===== src/rtl/mkWdgPkg.sv =====
package mkWdgPkg;

  localparam logic [31:0] KEY_FIRST  = 32'hABCD1234;
  localparam logic [31:0] KEY_SECOND = 32'h4321DCBA;

  // word indices of the register map
  localparam int WORD_SOFT = 0;
  localparam int WORD_CFG  = 1;
  localparam int WORD_KEY1 = 2;
  localparam int WORD_KEY2 = 3;

  typedef enum logic [2:0] {
    CAUSE_HARD    = 3'd0,
    CAUSE_TIMEOUT = 3'd1,
    CAUSE_BADKEY  = 3'd2,
    CAUSE_SOFT    = 3'd3,
    CAUSE_EXT     = 3'd4
  } cause_e;

  // one-cycle strobes from bus decode into the datapath
  typedef struct packed {
    logic cfgWr;
    logic softHit;
    logic badKey;
    logic goodKey;
    logic rdCfg;
    logic rdCause;
  } strobes_t;

endpackage


===== src/rtl/mkWdgCtrl.sv =====
module mkWdgCtrl
  import mkWdgPkg::*;
#(
  parameter int ADDR_W = 4
) (
  input  logic              clk,
  input  logic              hardRstN,
  input  logic              extRst,
  input  logic [ADDR_W-1:0] busAddr,
  input  logic              busWe,
  input  logic [31:0]       busWdata,
  input  logic              blocked,
  output strobes_t          strb
);

  localparam int WORD_W = ADDR_W - 2;

  logic [WORD_W-1:0] word;
  logic              aligned;
  logic              wr;
  logic              hitSoft, hitCfg, hitKey1, hitKey2;
  logic              firstOk;
  logic              armed;

  assign word    = busAddr[ADDR_W-1:2];
  assign aligned = (busAddr[1:0] == 2'b00);
  assign hitSoft = aligned && (word == WORD_W'(WORD_SOFT));
  assign hitCfg  = aligned && (word == WORD_W'(WORD_CFG));
  assign hitKey1 = aligned && (word == WORD_W'(WORD_KEY1));
  assign hitKey2 = aligned && (word == WORD_W'(WORD_KEY2));

  assign wr      = busWe && !blocked;
  assign firstOk = wr && hitKey1 && (busWdata == KEY_FIRST);

  always_comb begin
    strb         = '0;
    strb.cfgWr   = wr && hitCfg;
    strb.softHit = wr && hitSoft && busWdata[0];
    strb.goodKey = wr && hitKey2 && armed && (busWdata == KEY_SECOND);
    strb.badKey  = wr && ((hitKey1 && (busWdata != KEY_FIRST)) ||
                          (hitKey2 && !(armed && (busWdata == KEY_SECOND))));
    strb.rdCfg   = hitCfg;
    strb.rdCause = hitKey1;
  end

  // the first key arms only the very next write
  always_ff @(posedge clk) begin
    if (!hardRstN || extRst || blocked) armed <= 1'b0;
    else if (busWe)                     armed <= firstOk;
  end

  assert_one_strobe_R5 : assert property (@(posedge clk) disable iff (!hardRstN)
    $onehot0({strb.cfgWr, strb.softHit, strb.badKey, strb.goodKey}));

  assert_first_arms_R3 : assert property (@(posedge clk) disable iff (!hardRstN)
    (busWe && !blocked && !extRst && hitKey1 && busWdata == KEY_FIRST) |=> armed);

endmodule


===== src/rtl/mkWdgDatapath.sv =====
module mkWdgDatapath
  import mkWdgPkg::*;
#(
  parameter int DELAY_W   = 5,
  parameter int PULSE_LEN = 16
) (
  input  logic               clk,
  input  logic               hardRstN,
  input  logic               extRst,
  input  strobes_t           strb,
  input  logic               wrEnable,
  input  logic [DELAY_W-1:0] wrDelay,
  output logic               rstReq,
  output logic [31:0]        busRdata
);

  localparam int CNT_W = 2 ** DELAY_W;
  localparam int PC_W  = (PULSE_LEN > 1) ? $clog2(PULSE_LEN) : 1;
  localparam logic [DELAY_W-1:0] MAX_DLY = '1;

  logic               pendEn, actEn;
  logic [DELAY_W-1:0] pendDly, actDly;
  logic [CNT_W-1:0]   cnt;
  logic [CNT_W-1:0]   reloadVal;
  logic [PC_W-1:0]    pulseCnt;
  cause_e             cause;

  logic   fireTimeout, fire;
  cause_e fireCode;

  // 2^(d+1)-1 without needing a wider intermediate
  assign reloadVal = {CNT_W{1'b1}} >> (MAX_DLY - pendDly);

  assign fireTimeout = actEn && (cnt == '0) && !strb.goodKey;

  always_comb begin
    fire     = 1'b1;
    fireCode = CAUSE_TIMEOUT;
    if (strb.softHit)               fireCode = CAUSE_SOFT;
    else if (strb.badKey && actEn)  fireCode = CAUSE_BADKEY;
    else if (fireTimeout)           fireCode = CAUSE_TIMEOUT;
    else                            fire     = 1'b0;
  end

  always_ff @(posedge clk) begin
    if (!hardRstN || extRst) begin
      pendEn   <= 1'b0;
      pendDly  <= '0;
      actEn    <= 1'b0;
      actDly   <= '0;
      cnt      <= '0;
      rstReq   <= 1'b0;
      pulseCnt <= '0;
      cause    <= hardRstN ? CAUSE_EXT : CAUSE_HARD;
    end else if (rstReq) begin
      if (pulseCnt == '0) rstReq <= 1'b0;
      else                pulseCnt <= pulseCnt - PC_W'(1);
    end else if (fire) begin
      rstReq   <= 1'b1;
      pulseCnt <= PC_W'(PULSE_LEN - 1);
      cause    <= fireCode;
      pendEn   <= 1'b0;
      pendDly  <= '0;
      actEn    <= 1'b0;
      actDly   <= '0;
      cnt      <= '0;
    end else begin
      if (strb.cfgWr) begin
        pendEn  <= wrEnable;
        pendDly <= wrDelay;
      end
      if (strb.goodKey) begin
        actEn  <= pendEn;
        actDly <= pendDly;
        cnt    <= reloadVal;
      end else if (actEn) begin
        cnt <= cnt - CNT_W'(1);
      end
    end
  end

  always_comb begin
    busRdata = '0;
    if (strb.rdCfg) begin
      busRdata[31]          = pendEn;
      busRdata[DELAY_W-1:0] = pendDly;
    end else if (strb.rdCause) begin
      busRdata[2:0] = cause;
    end
  end

  assert_count_down_R4 : assert property (@(posedge clk) disable iff (!hardRstN)
    (actEn && !rstReq && !extRst && cnt != '0 && !strb.goodKey && !strb.softHit && !strb.badKey)
      |=> (cnt == $past(cnt) - CNT_W'(1)));

  assert_bad_key_R5 : assert property (@(posedge clk) disable iff (!hardRstN)
    (strb.badKey && actEn && !rstReq && !extRst) |=> (rstReq && cause == CAUSE_BADKEY));

  assert_soft_req_R6 : assert property (@(posedge clk) disable iff (!hardRstN)
    (strb.softHit && !rstReq && !extRst) |=> (rstReq && cause == CAUSE_SOFT));

  assert_cleared_after_R7 : assert property (@(posedge clk) disable iff (!hardRstN)
    $fell(rstReq) |-> (!actEn && !pendEn && pendDly == '0 && actDly == '0));

  assert_cause_kept_R8 : assert property (@(posedge clk) disable iff (!hardRstN)
    (rstReq && !extRst) |=> (cause == $past(cause)));

endmodule


===== src/rtl/mkWatchdog.sv =====
module mkWatchdog
  import mkWdgPkg::*;
#(
  parameter int ADDR_W    = 4,
  parameter int DELAY_W   = 5,
  parameter int PULSE_LEN = 16
) (
  input  logic              clk,
  input  logic              hardRstN,
  input  logic              extRst,
  input  logic [ADDR_W-1:0] busAddr,
  input  logic              busWe,
  input  logic [31:0]       busWdata,
  output logic [31:0]       busRdata,
  output logic              rstReq
);

  strobes_t strb;

  mkWdgCtrl #(.ADDR_W(ADDR_W)) i_ctrl (
    .clk      (clk),
    .hardRstN (hardRstN),
    .extRst   (extRst),
    .busAddr  (busAddr),
    .busWe    (busWe),
    .busWdata (busWdata),
    .blocked  (rstReq),
    .strb     (strb)
  );

  mkWdgDatapath #(.DELAY_W(DELAY_W), .PULSE_LEN(PULSE_LEN)) i_dp (
    .clk      (clk),
    .hardRstN (hardRstN),
    .extRst   (extRst),
    .strb     (strb),
    .wrEnable (busWdata[31]),
    .wrDelay  (busWdata[DELAY_W-1:0]),
    .rstReq   (rstReq),
    .busRdata (busRdata)
  );

endmodule


===== config.mk =====
export PLATFORM = sky130hd
export DESIGN_NAME = mkWatchdog
export DESIGN_NICKNAME = d
export VERILOG_FILES = /design/src/rtl/mkWdgPkg.sv /design/src/rtl/mkWdgCtrl.sv /design/src/rtl/mkWdgDatapath.sv /design/src/rtl/mkWatchdog.sv
export SDC_FILE = /design/constraint.sdc
export NUM_CORES = 1
export LEC_CHECK = 0
export ABC_AREA = 1
export BUFFER_PORTS_ARGS = -buffer_cell sky130_fd_sc_hd__buf_2
export CAP_MARGIN = 25
export CORE_MARGIN = 2
export CORE_UTILIZATION = 60
export DETAILED_ROUTE_END_ITERATION = 8
export HOLD_SLACK_MARGIN = 0.1
export PLACE_DENSITY = 0.85
export SKIP_CTS_REPAIR_TIMING = 1
export SKIP_LAST_GASP = 1
export SLEW_MARGIN = 20
export SYNTH_ARGS = -nofsm -noshare
export SYNTH_HDL_FRONTEND = slang
export SYNTH_SLANG_ARGS = --single-unit

===== constraint.sdc =====
create_clock -name clk -period 3.1 [get_ports clk]
set_input_delay 0.31 -clock clk [delete_from_list [all_inputs] [get_ports clk]]
set_output_delay 0.31 -clock clk [all_outputs]
set_load 0.03 [all_outputs]

# Word level (Yosys, flattened, before mapping)
# Cells that the tools add are included.
# W data, S select, Z words.
# totals
input_bits	40
output_inout_bits	33
regBits	48
# op_classes
n_bitwise	1
addsub	3
eq_ne	8
reduce_logical	41
shift	1
muxes	28
# op_table
cell	count
$mux W32	3
$eq A32 B31 Y1 const B	1
$eq A32 B32 Y1 const B	1
$logic_not A32 Y1	1
$ne A32 B32 Y1 const B	1
$shr A32 B5 Y32 const A	1
$sub A32 B1 Y32 const B	1
$mux W3	7
$logic_and A1 B1 Y1	20
$mux W4	3
$mux W1	11
$mux W5	2
$reduce_and A2 Y1	5
$reduce_bool A2 Y1	4
$sub A5 B5 Y5 const A	1
$eq A2 B2 Y1 const B	2
$logic_not A1 Y1	4
$logic_not A2 Y1	2
$logic_not A4 Y1	1
$mux W2	2
$ne A2 B2 Y1 const B	2
$sub A4 B1 Y4 const B	1
$logic_or A1 B1 Y1	3
$reduce_bool A3 Y1	1
2 further kinds	2

# Depth between registers and ports, before layout
# logic_depth
ltp_word	13
mapped_depth	15
ltp_nobuf	15

# Cells and area by module
# Synthesis repeated with hierarchy kept, for this count alone.
# hier_totals
cells_unflattened	674
hier_area_um2	3988.8
# by_module_without_submodules
module	cells_each	instances	area_each_um2	seq_area_each_um2
mkWdgDatapath	563	1	3484.6	970.9
mkWdgCtrl	111	1	504.2	20.0

# Least setup slack after synthesis
# Ideal clock, no wire load.
# synth_timing
path_kind	in2out
startpoint	in busAddr[1]
endpoint	out busRdata[0]
stages	5
n_path_buf	0
required_time_ps	2790
arrival_time_ps	1558
setup_slack_ps	1232
path_cell_list	nor2_2 -> inv_1 -> nor3_1 -> inv_1 -> o21ai_0
# synth_between
elab_chain_cells	4
word_cells_on_any_way	5
# synth_lines
element	line	text
start, declared	mkWatchdog.sv:11	input logic [ADDR_W-1:0] busAddr,
$logic_not A2 Y1 *	mkWdgCtrl.sv:26	assign aligned = (busAddr[1:0] == 2'b00);
$logic_and A1 B1 Y1	mkWdgCtrl.sv:29	assign hitKey1 = aligned && (word == WORD_W'(WORD_KEY1));
$mux W3	mkWdgDatapath.sv:87	end else if (strb.rdCause) begin
$mux W3 *	mkWdgDatapath.sv:84	if (strb.rdCfg) begin
end, declared	mkWatchdog.sv:14	output logic [31:0] busRdata,
# Every way passes the cells marked *; elsewhere a longest branch is shown, timed or not.

# Worst setup path in the final report
# layout_timing
startpoint	reg i_dp.cnt[18]
endpoint	reg i_dp.cause[2], enable pin
# layout_between
elab_chain_cells	8
# layout_lines
element	line	text
start, declared	mkWdgDatapath.sv:23	logic [CNT_W-1:0] cnt;
start signal, assigned	mkWdgDatapath.sv:75	cnt <= reloadVal;
start signal, assigned	mkWdgDatapath.sv:77	cnt <= cnt - CNT_W'(1);
$logic_not A32 Y1	mkWdgDatapath.sv:34	assign fireTimeout = actEn && (cnt == '0) && !strb.goodKey;
$logic_and A1 B1 Y1 (2 in series)	mkWdgDatapath.sv:34	
$mux W1	mkWdgDatapath.sv:41	else if (fireTimeout) fireCode = CAUSE_TIMEOUT;
$mux W1	mkWdgDatapath.sv:40	else if (strb.badKey && actEn) fireCode = CAUSE_BADKEY;
$mux W1	mkWdgDatapath.sv:39	if (strb.softHit) fireCode = CAUSE_SOFT;
$reduce_bool A2 Y1 (no source line)	--	
$reduce_and A2 Y1 (no source line)	--	
end signal, assigned	mkWdgDatapath.sv:54	cause <= hardRstN ? CAUSE_EXT : CAUSE_HARD;
end signal, assigned	mkWdgDatapath.sv:61	cause <= fireCode;
end, declared	mkWdgDatapath.sv:26	cause_e cause;
# Every way passes these cells.
# A chain may end at the register's enable or synchronous reset.

==> results_dict.tcl <==
set metrics [dict create \
    status "completed" \
    leakagePower_nw 2.57 \
    die_h_um 87.8 \
    reg2reg_to "i_dp.cause[2]" \
    crit_family "simple AND/OR/NAND/NOR gates" \
    synth_ff_type "dfxtp_1" \
    synth-xor-area-share 0.0478 \
    maxCapViolCount 0 \
    crit_path_end_kind "flip-flop" \
    synth-compound-area-share 0.0742 \
    cts_max_level 2 \
    portBuffers 46 \
    path_class "flip-flop to flip-flop" \
    required_ns 3.12 \
    powerDensity_nw_per_um2 284 \
    drt_first_iter_violations 422 \
    startpoint_type "flip-flop" \
    synth_edf_count 3 \
    n_antenna_cell 0 \
    vias_per_cell 5.14 \
    clock_sinks 48 \
    setup_viol 0 \
    critPathMaxStageDelay_ns 0.38 \
    internal-power_uw 860 \
    r2r-start "i_dp.cnt[18]" \
    worst_hold_path.endpoint "i_dp.cause[2]" \
    slew_headroom 0.545 \
    vias 4583 \
    antenna_found_initial 0 \
    layout.cells.non_filler 891 \
    syn_to_final_growth_pct 5.46 \
    setup_tns_ns 0 \
    wl_um 10700 \
    layout_setup_ws_ns 0.706 \
    synthMuxAreaShare 0 \
    power.switching_uw 404 \
    cts_buffers 5 \
    synth_area_um2 4220 \
    rr_worst_depth 9 \
    utilization 0.654 \
    fin_worst_skew_ns 0.00933 \
    crit_arrival_ns 2.42 \
    clk_pin_slew_ns 0.10 \
    start_util 0.620 \
    p_seq_frac 0.499 \
    firstDrtPassIters 7 \
    drive_gt1_frac 0.101 \
    ir_worst_vdd_v 0.000204 \
    slew_viol_final 0 \
    power.share.clock 0.315 \
    p_sw_frac 0.320 \
    min_period_over_period 0.772 \
    wl_per_cell_um 12.0 \
    synth_top_area_frac 0.214 \
    ys_seq_elements 48 \
    async_flop_share 0 \
    synthSimpleGateAreaFrac 0.469 \
    synthCells 764 \
    avgSynthCellArea_um2 5.52 \
    yosys.area_share.adder 0.0119 \
    gr-total-overflow 0 \
    synth_top_family_by_area "simple AND/OR/NAND/NOR gates" \
    power_mw 1.26 \
    critPathSlowestCell "dfxtp_1" \
    timing.critical_path.cells "nor2_1 > nand2_1 > nor2_1 > nand2_1 > nor3_1 > nand2_1 > nand3_4 > nand2_2 > nand2_1" \
    grt_first_pass_wirelength_um 18300 \
    cp_common_cell "nand2_1" \
    synth.most_common_cell "nand2_1" \
    crit_fanout 34 \
    grt_pass1_vias 4175 \
    fillers 648 \
    dp_hpwl_um 8180 \
    pre_cts_ws_ns 0.756 \
    placed_cells 883 \
    critical_path_buf_inv_count 0 \
    p_comb_frac 0.186 \
    die-width_um 87.8 \
    cts_tree "yes" \
    fin_nets 838 \
    clk_path_buf_depth 2 \
    yosys-top-cells-count "220 x nand2_1, 193 x nor2_1, 88 x inv_1, 45 x dfxtp_1, 37 x o21ai_0" \
    num_rows 30 \
    hold_path.class "input pin to flip-flop" \
    finalHoldViolations 0 \
    dieArea_um2 7710 \
    antenna_left 0 \
    gp_congestion 1.00 \
    coreArea_um2 6790 \
    drc 0 \
    rsz0062_at_grt "false" \
    io_pins 73 \
    worstMarginPinSlew_ns 0.681 \
    holdPathStages 3 \
    min-delay-start "hardRstN" \
    fmax_mhz 418 \
    min_period_ns 2.39 \
    crit_cells 9 \
    clock_latency_ns 0.31 \
    r2r_setup_slack_ns 0.71 \
    ys_seq_area_frac 0.235 \
    yosysTopAreaCell "dfxtp_1" \
    gr-usage-all-layers 0.293 \
    grt_max_degree 65 \
    cts_root_buffer "clkbuf_8" \
    yosys_warnings 0 \
    synth_cell_types 35 \
    synth_area_leaders "dfxtp_1 21%, nand2_1 20%, nor2_1 17%" \
]
worst register-to-register path: stages, from the launching register on:
cell and delay (ns):
dfxtp_1 0.38, nor2_1 0.19, nand2_1 0.10, nor2_1 0.16
nand2_1 0.09, nor3_1 0.21, nand2_1 0.13, nand3_4 0.36
nand2_2 0.28, nand2_1 0.20
layer usage:
metal	vias to the layer above	global-route usage	share of wire
li1	2323	-	-
met1	2052	0.383	0.44
met2	187	0.508	0.48
met3	21	0.0368	0.067
met4	0	0.0797	0.019
met5	-	0	0
power groups by stage:
stage               sequential (mW)  clock, mW  combinational (mW)
global route                  0.632      0.421               0.265
detailed placement            0.645          0               0.231
global placement              0.645          0               0.225
finish                        0.631      0.398               0.235
floorplan                     0.644          0               0.197
CTS                           0.631      0.399               0.232
flip-flops by register name, summed over array words and instances (netlist names):
name,count
i_dp.pulseCnt,4
i_dp.cause,3
i_dp.actEn,1
i_ctrl.armed,1
i_dp.pendEn,1
i_dp.pendDly,5
i_dp.rstReq,1
i_dp.cnt,32
area by class of cell:
class / count / area (µm²) / area share
Multi-Input combinational cell: 596 / 2640 / 0.594
Sequential cell: 48 / 991 / 0.223
Inverter: 95 / 357 / 0.0802
Timing Repair Buffer: 48 / 245 / 0.0552
Tap cell: 96 / 120 / 0.0270
Clock buffer: 5 / 68.8 / 0.0155
Clock inverter: 3 / 23.8 / 0.00535
cells by family after synthesis:
kind of cell,Yosys count
xor gates and xnor gates,23
buffers and inverters,145
DFF,48
adders and majority gates,4
AOI/OAI and AO/OA,60
and+or+nand+nor,483
other,1
metrics by stage:
step	hold slack, ns	cell area [µm²]
CTS	0.266	4450
finish	0.266	4450
global route	0.275	4450
floorplan	0.457	4310
global placement	0.474	4350
detailed placement	0.492	4350
worst max path at each step:
stage            startpoint             to  slack, ns
2_1_floorplan    busAddr[1]    busRdata[0]       1.23
6_report       i_dp.cnt[18]  i_dp.cause[2]       0.71
4_1_cts         i_dp.cnt[0]  i_dp.cause[1]       0.74
5_1_grt         i_dp.rstReq   i_dp.cnt[16]       0.52
3_5_place_dp    i_dp.cnt[0]  i_dp.cause[1]       0.76
3_3_place_gp   busWdata[25]    i_dp.cnt[0]       0.80
cells in the final DEF, fill, tap and decap left out:
| master | Yosys | routed |
|---|---|---|
| a21oi_1 | 14 | 14 |
| a31oi_1 | 3 | 3 |
| buf_2 | 2 | 46 |
| buf_4 | 33 | 2 |
| clkbuf_8 | 0 | 5 |
| clkinv_1 | 1 | 1 |
| clkinv_4 | 0 | 1 |
| clkinvlp_4 | 0 | 2 |
| conb_1 | 1 | 26 |
| dfxtp_1 | 45 | 45 |
| edfxtp_1 | 3 | 3 |
| ha_1 | 4 | 4 |
| inv_1 | 88 | 88 |
| inv_2 | 6 | 6 |
| nand2_1 | 220 | 220 |
| nand2_2 | 3 | 3 |
| nand2_4 | 1 | 1 |
| nand3_1 | 35 | 35 |
| nand3_2 | 2 | 2 |
| nand3_4 | 1 | 1 |
| nand4_1 | 5 | 5 |
| nand4_2 | 1 | 1 |
| nor2_1 | 193 | 193 |
| nor2_2 | 4 | 4 |
| nor3_1 | 11 | 11 |
| nor3_2 | 2 | 2 |
| nor3_4 | 1 | 1 |
| o21ai_0 | 37 | 37 |
| o21ai_1 | 2 | 2 |
| o21bai_1 | 3 | 3 |
| o22ai_1 | 1 | 1 |
| or2_0 | 1 | 1 |
| or2_2 | 3 | 3 |
| xnor2_1 | 1 | 1 |
| xor2_1 | 22 | 22 |
(Power assumes the default switching activity.)
